**src/rtl/fls_pkg.sv**
```systemverilog
package fls_pkg;
  parameter int BYTE_W  = 6;
  parameter int NBYTES  = 5;
  parameter int MAG_W   = BYTE_W * NBYTES;
  parameter int WORD_W  = MAG_W + 1;
  parameter int FCODE_W = 6;
  parameter int POS_W   = 3;

  typedef enum logic [2:0] {
    OP_LOAD  = 3'd0,
    OP_LOADN = 3'd1,
    OP_STORE = 3'd2,
    OP_STZ   = 3'd3,
    OP_STJ   = 3'd4
  } op_e;

  typedef struct packed {
    logic             sign;
    logic [MAG_W-1:0] mag;
  } word_t;
endpackage

```
**src/rtl/fls_field_decode.sv**
```systemverilog
module fls_field_decode
  import fls_pkg::*;
(
  input  logic [FCODE_W-1:0] fcode,
  output logic               legal,
  output logic               sign_sel,
  output logic [POS_W-1:0]   shamt,
  output logic [MAG_W-1:0]   mask
);
  logic [POS_W-1:0] lft, rgt, lo;

  assign lft      = fcode[FCODE_W-1 -: POS_W];
  assign rgt      = fcode[POS_W-1:0];
  assign lo       = (lft == '0) ? POS_W'(1) : lft;
  assign legal    = (lft <= rgt) && (rgt <= POS_W'(NBYTES));
  assign sign_sel = (lft == '0);
  assign shamt    = POS_W'(NBYTES) - rgt;

  // One byte-enable lane per byte position, byte 1 on the top bits.
  for (genvar b = 1; b <= NBYTES; b++) begin : g_lane
    assign mask[(NBYTES-b)*BYTE_W +: BYTE_W] =
      {BYTE_W{legal && (POS_W'(b) >= lo) && (POS_W'(b) <= rgt)}};
  end
endmodule

```
**src/rtl/fls_load_path.sv**
```systemverilog
module fls_load_path
  import fls_pkg::*;
(
  input  word_t            mem,
  input  logic [MAG_W-1:0] mask,
  input  logic [POS_W-1:0] shamt,
  input  logic             sign_sel,
  input  logic             negate,
  output word_t            res
);
  always_comb begin
    res.mag  = (mem.mag & mask) >> (int'(shamt) * BYTE_W);
    res.sign = (sign_sel ? mem.sign : 1'b0) ^ negate;
  end
endmodule

```
**src/rtl/fls_store_path.sv**
```systemverilog
module fls_store_path
  import fls_pkg::*;
(
  input  word_t            mem,
  input  word_t            src,
  input  logic [MAG_W-1:0] mask,
  input  logic [POS_W-1:0] shamt,
  input  logic             sign_sel,
  output word_t            res
);
  logic [MAG_W-1:0] aligned;

  always_comb begin
    aligned  = src.mag << (int'(shamt) * BYTE_W);
    res.mag  = (mem.mag & ~mask) | (aligned & mask);
    res.sign = sign_sel ? src.sign : mem.sign;
  end
endmodule

```
**src/rtl/fls_unit.sv**
```systemverilog
module fls_unit
  import fls_pkg::*;
#(
  parameter int MEM_WORDS = 4000,
  parameter int ADDR_W    = 13,
  parameter int IDX_BYTES = 2,
  parameter int JADDR_W   = 12,
  localparam int MA_W     = $clog2(MEM_WORDS)
) (
  input  logic                 clk,
  input  logic                 rst_n,
  input  logic                 req_valid,
  output logic                 req_ready,
  input  logic [2:0]           req_op,
  input  logic [FCODE_W-1:0]   req_field,
  input  logic [ADDR_W-1:0]    req_addr,
  input  logic                 req_idx_dst,
  input  logic [WORD_W-1:0]    reg_wdata,
  input  logic [JADDR_W-1:0]   jump_addr,
  output logic [MA_W-1:0]      mem_rd_addr,
  input  logic [WORD_W-1:0]    mem_rdata,
  output logic                 done,
  output logic                 reg_we,
  output logic [WORD_W-1:0]    reg_rdata,
  output logic                 mem_we,
  output logic [MA_W-1:0]      mem_wr_addr,
  output logic [WORD_W-1:0]    mem_wdata,
  output logic                 err_field,
  output logic                 err_addr,
  output logic                 err_reg
);
  localparam int IDX_BITS = IDX_BYTES * BYTE_W;

  logic             accept, legal, sign_sel, addr_bad;
  logic             is_ld, is_st, known, e_field, e_addr, e_reg, ok;
  logic [POS_W-1:0] shamt;
  logic [MAG_W-1:0] mask;
  word_t            ld_res, st_res, st_src;

  assign accept      = req_valid && req_ready;
  assign req_ready   = !done;
  assign mem_rd_addr = req_addr[MA_W-1:0];
  assign addr_bad    = req_addr[ADDR_W-1] || (req_addr >= ADDR_W'(MEM_WORDS));

  assign is_ld = (req_op == OP_LOAD) || (req_op == OP_LOADN);
  assign is_st = (req_op == OP_STORE) || (req_op == OP_STZ) || (req_op == OP_STJ);
  assign known = is_ld || is_st;

  always_comb begin
    unique case (req_op)
      OP_STORE: st_src = word_t'(reg_wdata);
      OP_STJ:   st_src = '{sign: 1'b0, mag: MAG_W'(jump_addr)};
      default:  st_src = '0;
    endcase
  end

  fls_field_decode u_dec (
    .fcode(req_field), .legal(legal), .sign_sel(sign_sel),
    .shamt(shamt), .mask(mask)
  );

  fls_load_path u_ld (
    .mem(word_t'(mem_rdata)), .mask(mask), .shamt(shamt),
    .sign_sel(sign_sel), .negate(req_op == OP_LOADN), .res(ld_res)
  );

  fls_store_path u_st (
    .mem(word_t'(mem_rdata)), .src(st_src), .mask(mask), .shamt(shamt),
    .sign_sel(sign_sel), .res(st_res)
  );

  assign e_field = known && !legal;
  assign e_addr  = known && addr_bad;
  assign e_reg   = is_ld && req_idx_dst && (|ld_res.mag[MAG_W-1:IDX_BITS]);
  assign ok      = !(e_field || e_addr || e_reg);

  always_ff @(posedge clk or negedge rst_n) begin
    if (!rst_n) begin
      done        <= 1'b0;
      reg_we      <= 1'b0;
      mem_we      <= 1'b0;
      err_field   <= 1'b0;
      err_addr    <= 1'b0;
      err_reg     <= 1'b0;
      reg_rdata   <= '0;
      mem_wdata   <= '0;
      mem_wr_addr <= '0;
    end else begin
      done      <= accept;
      reg_we    <= accept && is_ld && ok;
      mem_we    <= accept && is_st && ok;
      err_field <= accept && e_field;
      err_addr  <= accept && e_addr;
      err_reg   <= accept && e_reg;
      if (accept) begin
        reg_rdata   <= ld_res;
        mem_wdata   <= st_res;
        mem_wr_addr <= req_addr[MA_W-1:0];
      end
    end
  end

  // Timing of the completion pulse
  p_done_after_accept_r10: assert property (@(posedge clk) disable iff (!rst_n)
    accept |=> done);
  p_ready_low_in_done_r10: assert property (@(posedge clk) disable iff (!rst_n)
    done |-> !req_ready);
  p_done_single_r10: assert property (@(posedge clk) disable iff (!rst_n)
    done |=> !done);
  // Strobes only in the completion cycle
  p_strobe_in_done_r10: assert property (@(posedge clk) disable iff (!rst_n)
    (reg_we || mem_we) |-> done);
  // Error gating
  p_field_err_blocks_r1: assert property (@(posedge clk) disable iff (!rst_n)
    err_field |-> !reg_we && !mem_we);
  p_addr_err_blocks_r8: assert property (@(posedge clk) disable iff (!rst_n)
    err_addr |-> !reg_we && !mem_we);
  p_idx_overflow_r9: assert property (@(posedge clk) disable iff (!rst_n)
    err_reg |-> !reg_we);
  // Sign handling
  p_load_sign_pos_r3: assert property (@(posedge clk) disable iff (!rst_n)
    $past(accept && req_op == OP_LOAD && req_field[5:3] != 3'd0) |->
      !reg_rdata[WORD_W-1]);
  p_store_keeps_sign_r5: assert property (@(posedge clk) disable iff (!rst_n)
    $past(accept && is_st && req_field[5:3] != 3'd0) && mem_we |->
      mem_wdata[WORD_W-1] == $past(mem_rdata[WORD_W-1]));
  // Reserved codes
  p_reserved_quiet_r11: assert property (@(posedge clk) disable iff (!rst_n)
    $past(accept && !known) |-> !reg_we && !mem_we && !err_field && !err_addr && !err_reg);
endmodule

```
**config.mk**
```make
export PLATFORM = sky130hd
export DESIGN_NAME = fls_unit
export DESIGN_NICKNAME = d
export VERILOG_FILES = /design/src/rtl/fls_pkg.sv /design/src/rtl/fls_field_decode.sv /design/src/rtl/fls_load_path.sv /design/src/rtl/fls_store_path.sv /design/src/rtl/fls_unit.sv
export SDC_FILE = /design/constraint.sdc
export NUM_CORES = 1
export LEC_CHECK = 0
export BUFFER_PORTS_ARGS = -buffer_cell sky130_fd_sc_hd__buf_2
export CORE_MARGIN = 4
export CORE_UTILIZATION = 35
export CTS_CLUSTER_DIAMETER = 100
export DETAILED_ROUTE_END_ITERATION = 10
export PLACE_DENSITY = 0.63
export SYNTH_ARGS = -nofsm -noshare
export SYNTH_HDL_FRONTEND = slang
export SYNTH_SLANG_ARGS = --single-unit
```
**constraint.sdc**
```tcl
create_clock -name clk -period 1.45 [get_ports clk]
set_clock_uncertainty 0.15 [all_clocks]
set_input_delay 0.145 -clock clk [delete_from_list [all_inputs] [get_ports clk]]
set_output_delay 0.145 -clock clk [all_outputs]
set_load 0.05 [all_outputs]
```
# After elaboration in Yosys (flattened, before gate mapping)
# Index checks and enable logic that the tools add are counted.
[totals]
register_bits = 80
[op_classes]
n_addsub = 1
multipliers = 1
order_cmp = 13
eq_ne = 4
n_shift = 2
muxes = 4
n_bitwise = 6
reduce_logical = 36
[op_table]
columns = ["cell", "n"]
rows = [
  ["30-bit AND", 3],
  ["31-bit one-hot mux with 2 select lines", 1],
  ["30-bit by 32-bit right shift with 30-bit output", 1],
  ["30-bit NOT", 1],
  ["30-bit OR", 1],
  ["30-bit by 6-bit << shifter with 30-bit output", 1],
  ["1-bit logical AND", 23],
  ["18-bit OR reduction", 1],
  ["13-bit by 12-bit greater-or-equal comparator with 1-bit output (second input constant)", 1],
  ["1-bit logical OR", 7],
  ["3-bit by 2-bit equality test with 1-bit output (second input constant)", 2],
  ["2-bit by 3-bit greater-or-equal comparator with 1-bit output (first input constant)", 2],
  ["3-bit greater-or-equal comparator (first input constant)", 2],
  ["2-bit by 3-bit less-or-equal comparator with 1-bit output (first input constant)", 2],
  ["3-bit less-or-equal comparator (first input constant)", 2],
  ["3-bit logical NOT", 2],
  ["3-bit by 2-bit multiplier with 5-bit output (second input constant)", 1],
  ["3-bit by 1-bit equality test with 1-bit output (second input constant)", 1],
  ["3-bit equality test (second input constant)", 1],
  ["1-bit by 3-bit greater-or-equal comparator with 1-bit output (first input constant)", 1],
  ["1-bit by 3-bit less-or-equal comparator with 1-bit output (first input constant)", 1],
  ["3-bit less-or-equal comparator", 1],
  ["3-bit less-or-equal comparator (second input constant)", 1],
  ["1-bit logical NOT", 3],
  ["4 further kinds", 5],
]

# Logic depth before layout (Yosys ltp)
# Gate-level depths: netlist of run 1.
[depth]
word_depth = 12
depth_mapped = 15
ltp_nobuf = 10

# Hierarchy
# A second synthesis of run 1 with hierarchy kept.
[hier_totals]
cells_unflattened = 729
hier_area_um2 = 7250.7
[modules_own_cells]
columns = ["module", "n_inst", "cells_per_inst", "area_per_inst_um2", "seq_area_each_um2"]
rows = [
  ["fls_unit", 1, 235, 3382.0, 2001.9],
  ["fls_store_path", 1, 208, 1825.5, 0.0],
  ["fls_load_path", 1, 226, 1606.5, 0.0],
  ["fls_field_decode", 1, 60, 436.7, 0.0],
]

# Worst setup path after synthesis of run 1
# Ideal clock, no wire load.
[synth_timing]
path_kind = "input to register"
start = "input port req_field[0]"
end = "register mem_wdata[29]"
setup_time_ns = 0.083
arrival_time_ns = 2.870
t_required_ns = 1.217
setup_slack_ns = -1.652
stages = 14
path_buffers = 6
cell_sequence = "inv_1 buf_2 buf_1 ha_1 buf_2 buf_4 buf_2 inv_1 buf_2 mux2i_1 mux2i_1 a211oi_1 a21oi_1 o21ai_0"
[synth_via]
elab_chain_cells = 7
word_cells_on_any_way = 13
[synth_rtl]
columns = ["element", "line", "text"]
rows = [
  ["from (decl)", "fls_unit.sv:15", "input logic [FCODE_W-1:0] req_field,"],
  ["parallel branches: the longest is 6 deep, another holds 3-bit by 2-bit multiplier with 5-bit output", "n/a", ""],
  ["30-bit OR (*)", "fls_store_path.sv:15", "res.mag = (mem.mag & ~mask) | (aligned & mask);"],
  ["to (signal assigned)", "fls_unit.sv:97", "mem_wdata <= st_res;"],
  ["to (decl)", "fls_unit.sv:27", "output logic [WORD_W-1:0] mem_wdata,"],
]
# Mark *: on every way between the ends.
# A chain may end at the register's enable or synchronous reset.

# Final worst setup path of run 1
[layout_timing]
start = "input port req_field[1]"
end = "register err_reg"
[layout_via]
elab_chain_cells = 9
word_cells_on_any_way = 25
[layout_rtl]
columns = ["element", "line", "text"]
rows = [
  ["parallel branches: the longest is 5 deep, another holds 3-bit by 2-bit multiplier with 5-bit output", "n/a", ""],
  ["30-bit by 32-bit right shift with 30-bit output (*)", "fls_load_path.sv:12", "res.mag = (mem.mag & mask) >> (int'(shamt) * BYTE_W);"],
  ["18-bit OR reduction (*)", "fls_unit.sv:74", "assign e_reg = is_ld && req_idx_dst && (|ld_res.mag[MAG_W-1:IDX_BITS]);"],
  ["1-bit logical AND (*)", "fls_unit.sv:74", ""],
  ["1-bit logical AND (*)", "fls_unit.sv:94", "err_reg <= accept && e_reg;"],
  ["to (signal assigned)", "fls_unit.sv:94", ""],
  ["to (decl)", "fls_unit.sv:30", "output logic err_reg"],
]
# Marks and branches as above.

==> results of run 1 <==
-- cell families after synthesis --
family	after synthesis	share of synthesized area (%)
fa+ha+maj	10	1.90
simple gates	321	23.1
buf+inv	97	6.91
xor+xnor	6	1.03
compound gates	248	25.2
mux	57	11.5
flops	80	30.4
-- synth_stat cells (4+ instances only) --
| master | count | area share [%] |
|---|---|---|
| buf_4 | 14 | 1.6 |
| nor2_1 | 74 | 4.2 |
| o31ai_1 | 6 | 0.68 |
| or2_2 | 5 | 0.47 |
| o211ai_1 | 14 | 1.6 |
| a21oi_1 | 66 | 5.0 |
| inv_1 | 17 | 0.97 |
| a31oi_1 | 10 | 0.95 |
| o22a_1 | 6 | 0.80 |
| nand3b_1 | 26 | 3.0 |
| nand2_1 | 143 | 8.1 |
| nor2b_1 | 4 | 0.38 |
| nor3_1 | 17 | 1.3 |
| a311oi_1 | 4 | 0.53 |
| nand4_1 | 12 | 1.1 |
| a221oi_1 | 9 | 1.2 |
| mux4_2 | 14 | 4.8 |
| o21a_1 | 4 | 0.46 |
| mux2_2 | 7 | 1.2 |
| o21ai_1 | 6 | 0.46 |
| ha_1 | 10 | 1.9 |
| o21ai_0 | 61 | 4.6 |
| and3_1 | 7 | 0.66 |
| clkbuf_1 | 36 | 2.1 |
| a22o_1 | 6 | 0.80 |
| dfrtp_1 | 80 | 30 |
| o22ai_1 | 5 | 0.47 |
| buf_2 | 24 | 1.8 |
| a211oi_1 | 10 | 1.1 |
| o32ai_1 | 6 | 0.80 |
| nand2b_1 | 5 | 0.47 |
| mux2i_1 | 35 | 5.3 |
| nand3_1 | 10 | 0.76 |
| xnor2_1 | 4 | 0.53 |
-- path summary, 6_finish.rpt --
kind / startpoint / end / depth (start not counted)
setup / recovery: req_field[1] / err_reg / 13
hold / removal: mem_rdata[20] / mem_wdata[20] / 3
setup reg to reg: done / reg_rdata[5] / 6
hold reg to reg: mem_wr_addr[5] / mem_wr_addr[5] / 2
max in group asynchronous: rst_n / mem_wr_addr[2] / 3
min in group asynchronous: rst_n / reg_rdata[8] / 2
-- cell type report --
cell class,count,area [sq um]
clock buffer,11,233
fill,1437,5840
tap,229,287
multi-input combinational,643,5550
timing repair buffer,529,4110
clock inverter,5,57.6
inverter,19,126
sequential,80,2000
-- layer usage --
| layer | up-vias | wire (microns) |
|---|---|---|
| li1 | 3925 | - |
| met5 | - | 0 |
| met1 | 4029 | 13000 |
| met3 | 89 | 1960 |
| met2 | 373 | 15100 |
| met4 | 0 | 1500 |
-- power groups by stage --
stage                     Combinational [mW]  Sequential (mW)  Clock (mW)
after CTS                               5.10             2.61        2.30
after global routing                    5.96             2.63        2.39
final                                   5.70             2.61        2.26
after floorplan                         1.83             3.50           0
after global placement                  4.26             2.64           0
after detailed placement                4.28             2.64           0
-- cells in the final DEF (no fill, tap or decap), drive strengths merged, types with 4 or more instances in the layout --
cell type,count
a211oi,11
a21oi,66
a221oi,9
a22o,6
a311oi,4
a31oi,10
and3,7
buf,497
clkbuf,16
clkinv,5
dfrtp,80
dlygate4sd3,27
ha,10
inv,17
mux2,7
mux2i,36
mux4,14
nand2,143
nand2b,5
nand3,10
nand3b,26
nand4,12
nor2,74
nor2b,4
nor3,19
o211ai,14
o21a,4
o21ai,70
o22a,6
o22ai,6
o311ai,4
o31ai,7
o32ai,8
or2,6
xnor2,5
-- per-stage QoR --
step           power, mW  hold WS [ns]  utilization [%]
3_5_place_dp        6.93       -0.0931             52.4
6_report            10.6        0.0145             67.9
2_1_floorplan       5.33        -0.301                -
3_3_place_gp        6.90       -0.0952             52.4
5_1_grt             11.0        0.0174             67.9
4_1_cts             10.0       0.00502             62.8
-- worst reg2reg max path, delay by kind of cell (launching register included) --
kind | cells | cell delay, ns
buf+inv | 2 | 0.23
flops | 1 | 0.38
compound gates | 2 | 0.28
simple gates | 2 | 0.37
-- timing repair --
| item | in CTS | in global routing |
|---|---|---|
| setup buffers | 60 | 30 |
| resized for setup | 196 | 168 |
| hold endpoints to repair | 106 | 0 |
| pin swaps | 74 | 72 |
| endpoints found under the setup margin | 64 | 83 |
| hold buffers | 27 | 0 |
| gates cloned | 3 | 2 |
==> key figures, run 1 <==
Synthesis
  • Synthesis Warnings: 0
  • Prevailing post-synth register cell: dfrtp_1
  • Seq/Total Area, Yosys: 30.4%
  • Syn avg cell area: 8.04 sq um
  • Flip-flop and latch count after synthesis: 80
  • Post-synthesis cell area: 6590 sq um
  • Synth Net Count: 929
  • Synth Instances: 819
  • Post-synth EDFFs: 0
  • Synth cell types: 79
  • Async SR Flop Fraction: 100%

Place
  • Routability cong.: 0.947
  • Hpwl dp: 23,000 microns
  • Dpl cells: 1,391
  • Port Buf Inserts: 192
  • Cell Area, Placed: 9550 sq um
  • Pre-CTS WS: -1.35 ns

Global route
  • Overall global routing resource usage: 27.7%
  • Pin count of the biggest net entering global routing: 48
  • Grt peak-use layer: met2
  • First-pass GRT wire length: 46,400 microns
  • Routing usage on met3: 4.86%
  • Met2 usage: 44.8%
  • Initial antenna violation count: 0
  • Vias in the first global route: 8,204
  • M1 GR Usage: 36.1%
  • Grt total ovfl: 0

Critical path
  • Worst setup path class: input pin to flip-flop
  • CP top delay family: compound AO/OA/AOI/OAI gates
  • CP Data Required Time: 1.53 ns
  • Reg2Reg Setup Slack: -0.07 ns
  • Crit-path most repeated cell: buf_4
  • Max FO, Critical Path: 23
  • CP bufs+invs: 6
  • Sequence of cells on the critical path: buf_8, inv_8, buf_4, ha_4, buf_6, buf_4, buf_4, a31oi_1, o32ai_2, nand2_1, o311ai_2, o41a_1, o211a_1
  • CP Launch Type: input pin
  • Worst EP arrival: 2.43 ns
  • CP max stage delay: 0.42 ns
  • Slowest-stage cell, CP: o41a_1
  • CP endpoint kind: flip-flop

Drt
  • Total wire length: 31,600 microns
  • DR DRC count: 0
  • Via count: 8,416
  • Iteration-0 DRC count of the detailed router: 596
  • Router iterations before antenna repair: 5
  • Routed Antenna Nets: 0
  • DR WL/cell: 20.8 microns
  • Mean number of vias per cell: 5.55

Timing
  • Slew Viols, Final: 0
  • Final min period: 2.35 ns
  • Worst Max-Slew Pin Slew: 0.645 ns
  • Fmax: 426 MHz
  • RSZ-0062 raised after global routing: true
  • Final period util: 162%
  • Setup Viol. Count Final: 64
  • Hold Fails Final Rpt: 0
  • Relative slew slack: 56.4%
  • Setup TNS: -42.18 ns
  • Final worst-path setup slack: -0.899 ns

Floorplanning
  • Die H: 145 microns
  • Die X: 145 microns
  • Die ar.: 21,100 sq um
  • Total core area: 18,200 sq um
  • Initial Utilization: 36.2%
  • # IOs: 193
  • Site Rows: 49

Cells and area
  • # diodes: 0
  • Area Growth Syn to Fin: 87.8%
  • Largest registers: mem_wdata x31, reg_rdata x31, mem_wr_addr x12
  • Non-Filler Cell Area, Final: 12,400 sq um
  • Share of post-route cells with drive strength above 1: 58.2%
  • Layout net count: 1,392
  • Final cell count without fillers: 1,516

Run status
  • Status: finished, violations left
  • Failing checks: setup timing

Power and ir drop
  • Peak supply drop: 0.721 mV
  • Switching part of the total: 41.7%
  • Power per cell area: 854 nW/um^2
  • Combinational share of power: 54.0%
  • Reg power frac: 24.7%
  • Int Power: 6.16 mW
  • Leak pwr: 5.52 nW
  • Clock share of power: 21.4%
  • Switch Pwr: 4.40 mW

Run
  • Max Cap Viol: 0

Clock network
  • Clock buffer depth: 2
  • Clk Latency, worst-skew pair: 0.34 ns
  • Clock sinks: 80
  • CTS tree: done
  • H-tree depth: 3
  • Root buf cell: clkbuf_16
  • Cts bufs inserted: 9
  • Clk pin slew, worst setup/hold paths: 0.06 ns

Worst hold path
  • Min-delay worst type: input pin to flip-flop
Power figures use the tool's default switching activity.
==> run 2: changes to the inputs <==
Settings changed: SETUP_SLACK_MARGIN set to 0.1.
==> run 2 against run 1 <==
The flow still finishes with violations (setup timing); total power increased by 0.26%; clock-buffer cell count unchanged; critical path depth increased by 2; cell count increased by 0.26%; combinational power about the same; sequential power about the same; critical endpoint unchanged; global-route usage increased by 0.11 points; wire length increased by 0.65%; sequential share of layout area decreased by 0.22 points.
==> key figures, run 2 (synthesis results as in run 1) <==
Run status
  • Status: finished, violations left
  • Failing checks: setup timing

Floorplanning
  • Initial Utilization: 36.2% (unchanged)
  • Site Rows: 49 (unchanged)
  • Die H: 145 microns (unchanged)
  • Die ar.: 21,100 sq um (unchanged)
  • Die X: 145 microns (unchanged)
  • Total core area: 18,200 sq um (unchanged)
  • # IOs: 193 (unchanged)

Critical path
  • Slowest-stage cell, CP: a311oi_4
  • Crit-path most repeated cell: buf_12
  • Max FO, Critical Path: 7 (-70%)
  • CP Data Required Time: 1.58 ns (+0.05 ns)
  • CP endpoint kind: flip-flop
  • Worst EP arrival: 2.49 ns (+0.06 ns)
  • Worst setup path class: input pin to flip-flop
  • CP bufs+invs: 9 (+3)
  • Sequence of cells on the critical path: buf_8, inv_8, buf_4, ha_4, buf_6, buf_12, buf_12, buf_12, inv_16, buf_12, o22ai_1, a31oi_1, a32o_2, a311oi_4, o211a_1
  • CP Launch Type: input pin
  • CP top delay family: compound AO/OA/AOI/OAI gates
  • CP max stage delay: 0.32 ns (-0.10 ns)

Global route
  • First-pass GRT wire length: 46,700 microns (+0.66%)
  • Grt total ovfl: 0 (unchanged)
  • Pin count of the biggest net entering global routing: 48 (unchanged)
  • Overall global routing resource usage: 27.8% (+0.11 points)
  • Vias in the first global route: 8,196 (-0.098%)
  • Initial antenna violation count: 0 (unchanged)

Clock network
  • Clock sinks: 80 (unchanged)
  • CTS tree: done
  • Root buf cell: clkbuf_16
  • Clk Latency, worst-skew pair: 0.34 ns (about the same)
  • Clk pin slew, worst setup/hold paths: 0.06 ns (about the same)
  • H-tree depth: 3 (unchanged)
  • Cts bufs inserted: 9 (unchanged)
  • Clock buffer depth: 2 (unchanged)

Drt
  • Mean number of vias per cell: 5.53 (-0.41%)
  • Total wire length: 31,800 microns (+0.65%)
  • Via count: 8,404 (-0.14%)
  • Iteration-0 DRC count of the detailed router: 738 (+24%)
  • Router iterations before antenna repair: 5 (unchanged)
  • Routed Antenna Nets: 0 (unchanged)
  • DR WL/cell: 20.9 microns (+0.38%)
  • DR DRC count: 0 (unchanged)

Timing
  • Final min period: 2.35 ns (+0.00494 ns)
  • Final worst-path setup slack: -0.904 ns (-0.00494 ns)
  • RSZ-0062 raised after global routing: true
  • Worst Max-Slew Pin Slew: 0.641 ns (-0.00429 ns)
  • Fmax: 425 MHz (-0.21%)
  • Slew Viols, Final: 0 (unchanged)
  • Final period util: 162% (+0.34 points)
  • Setup Viol. Count Final: 64 (unchanged)
  • Hold Fails Final Rpt: 0 (unchanged)
  • Setup TNS: -44.00 ns (-1.82 ns)
  • Relative slew slack: 56.7% (+0.29 points)

Power and ir drop
  • Power per cell area: 844 nW/um^2 (-1.1%)
  • Peak supply drop: 0.724 mV (+0.43%)
  • Leak pwr: 5.62 nW (+1.9%)

Cells and area
  • Commonest non-fill, non-tap cell in the layout: buf_4
  • Largest registers: mem_wdata x31, reg_rdata x31, mem_wr_addr x12
  • Area Growth Syn to Fin: 90.4%
  • Share of post-route cells with drive strength above 1: 60.1% (+1.9 points)
  • # diodes: 0 (unchanged)
  • Layout net count: 1,396 (+0.29%)
  • Most frequent cells in the layout: 228 x buf_4, 182 x buf_2, 110 x nand2_1
  • Final core utilization: 68.9% (+0.96 points)
  • Final cell count without fillers: 1,520 (+0.26%)

Place
  • Port Buf Inserts: 192 (unchanged)
  • Hpwl dp: 23,000 microns (unchanged)
  • Routability cong.: 0.947 (unchanged)
  • Dpl cells: 1,391 (unchanged)
  • Pre-CTS WS: -1.35 ns (unchanged)

Run
  • Max Cap Viol: 0 (unchanged)

Worst hold path
  • Min-delay worst type: input pin to flip-flop
==> run 2: cell types whose count changed in the layout (fill, tap and decap cells not counted), sizes merged <==
cell | before | now
clkbuf | 16 | 20
==> run 2: layer usage <==
| metal | routed length [microns] | track usage (%) |
|---|---|---|
| met1 | 13400 | 36.7 |
| met2 | 15300 | 46.2 |
| met3 | 1790 | 4.27 |
| met4 | 1250 | 10.4 |
| met5 | 0 | 0 |
==> run 2: worst paths after layout <==
path	startpoint	endpoint	slack, ns	cells after the start
worst max register to register	done	reg_rdata[5]	-0.09	6
worst min-delay path	mem_rdata[20]	mem_wdata[20]	0.004	3
max in group asynchronous	rst_n	mem_wr_addr[2]	0.59	3
worst max-delay path	req_field[1]	err_reg	-0.90	15
worst min register to register	mem_wr_addr[2]	mem_wr_addr[2]	0.32	2
min in group asynchronous	rst_n	reg_rdata[12]	0.09	2
==> run 2: layout make-up <==
class                      instances  area, sq um
fill                            1421         5660
multi-input combinational        643         5560
timing repair buffer             533         4280
sequential                        80         2000
tap                              229          287
clock buffer                      11          233
inverter                          19          126
clock inverter                     5         57.6
==> run 2: power breakdown <==
group / leakage, nW / internal (mW) / switching (mW) / total (mW)
clock network: 0.143 / 1.33 / 0.929 / 2.26
registers: 1.02 / 2.48 / 0.136 / 2.61
logic: 4.45 / 2.39 / 3.33 / 5.72
==> run 2: repair_timing <==
item,CTS,global route
endpoints found under the hold margin,106,0
hold buffers,27,0
buffers inserted,53,29
endpoints found under the setup margin,79,82
gates cloned,3,6
gates resized for setup,202,182
pin swaps,67,73
==> run 2: worst min-delay path: cells and delay by family <==
kind / cells / cell delay, ns
buf+inv: 1 / 0.13
compound gates: 2 / 0.17
==> run 2: through the flow <==
stage | cell area [sq um] | power (mW) | hold WS, ns
3_5_place_dp | 9550 | 6.93 | -0.0931
4_1_cts | 11400 | 9.94 | 0.000603
6_report | 12500 | 10.6 | 0.00389
3_3_place_gp | 9550 | 6.90 | -0.0952
5_1_grt | 12500 | 11.0 | 0.00112
2_1_floorplan | 7070 | 5.33 | -0.301
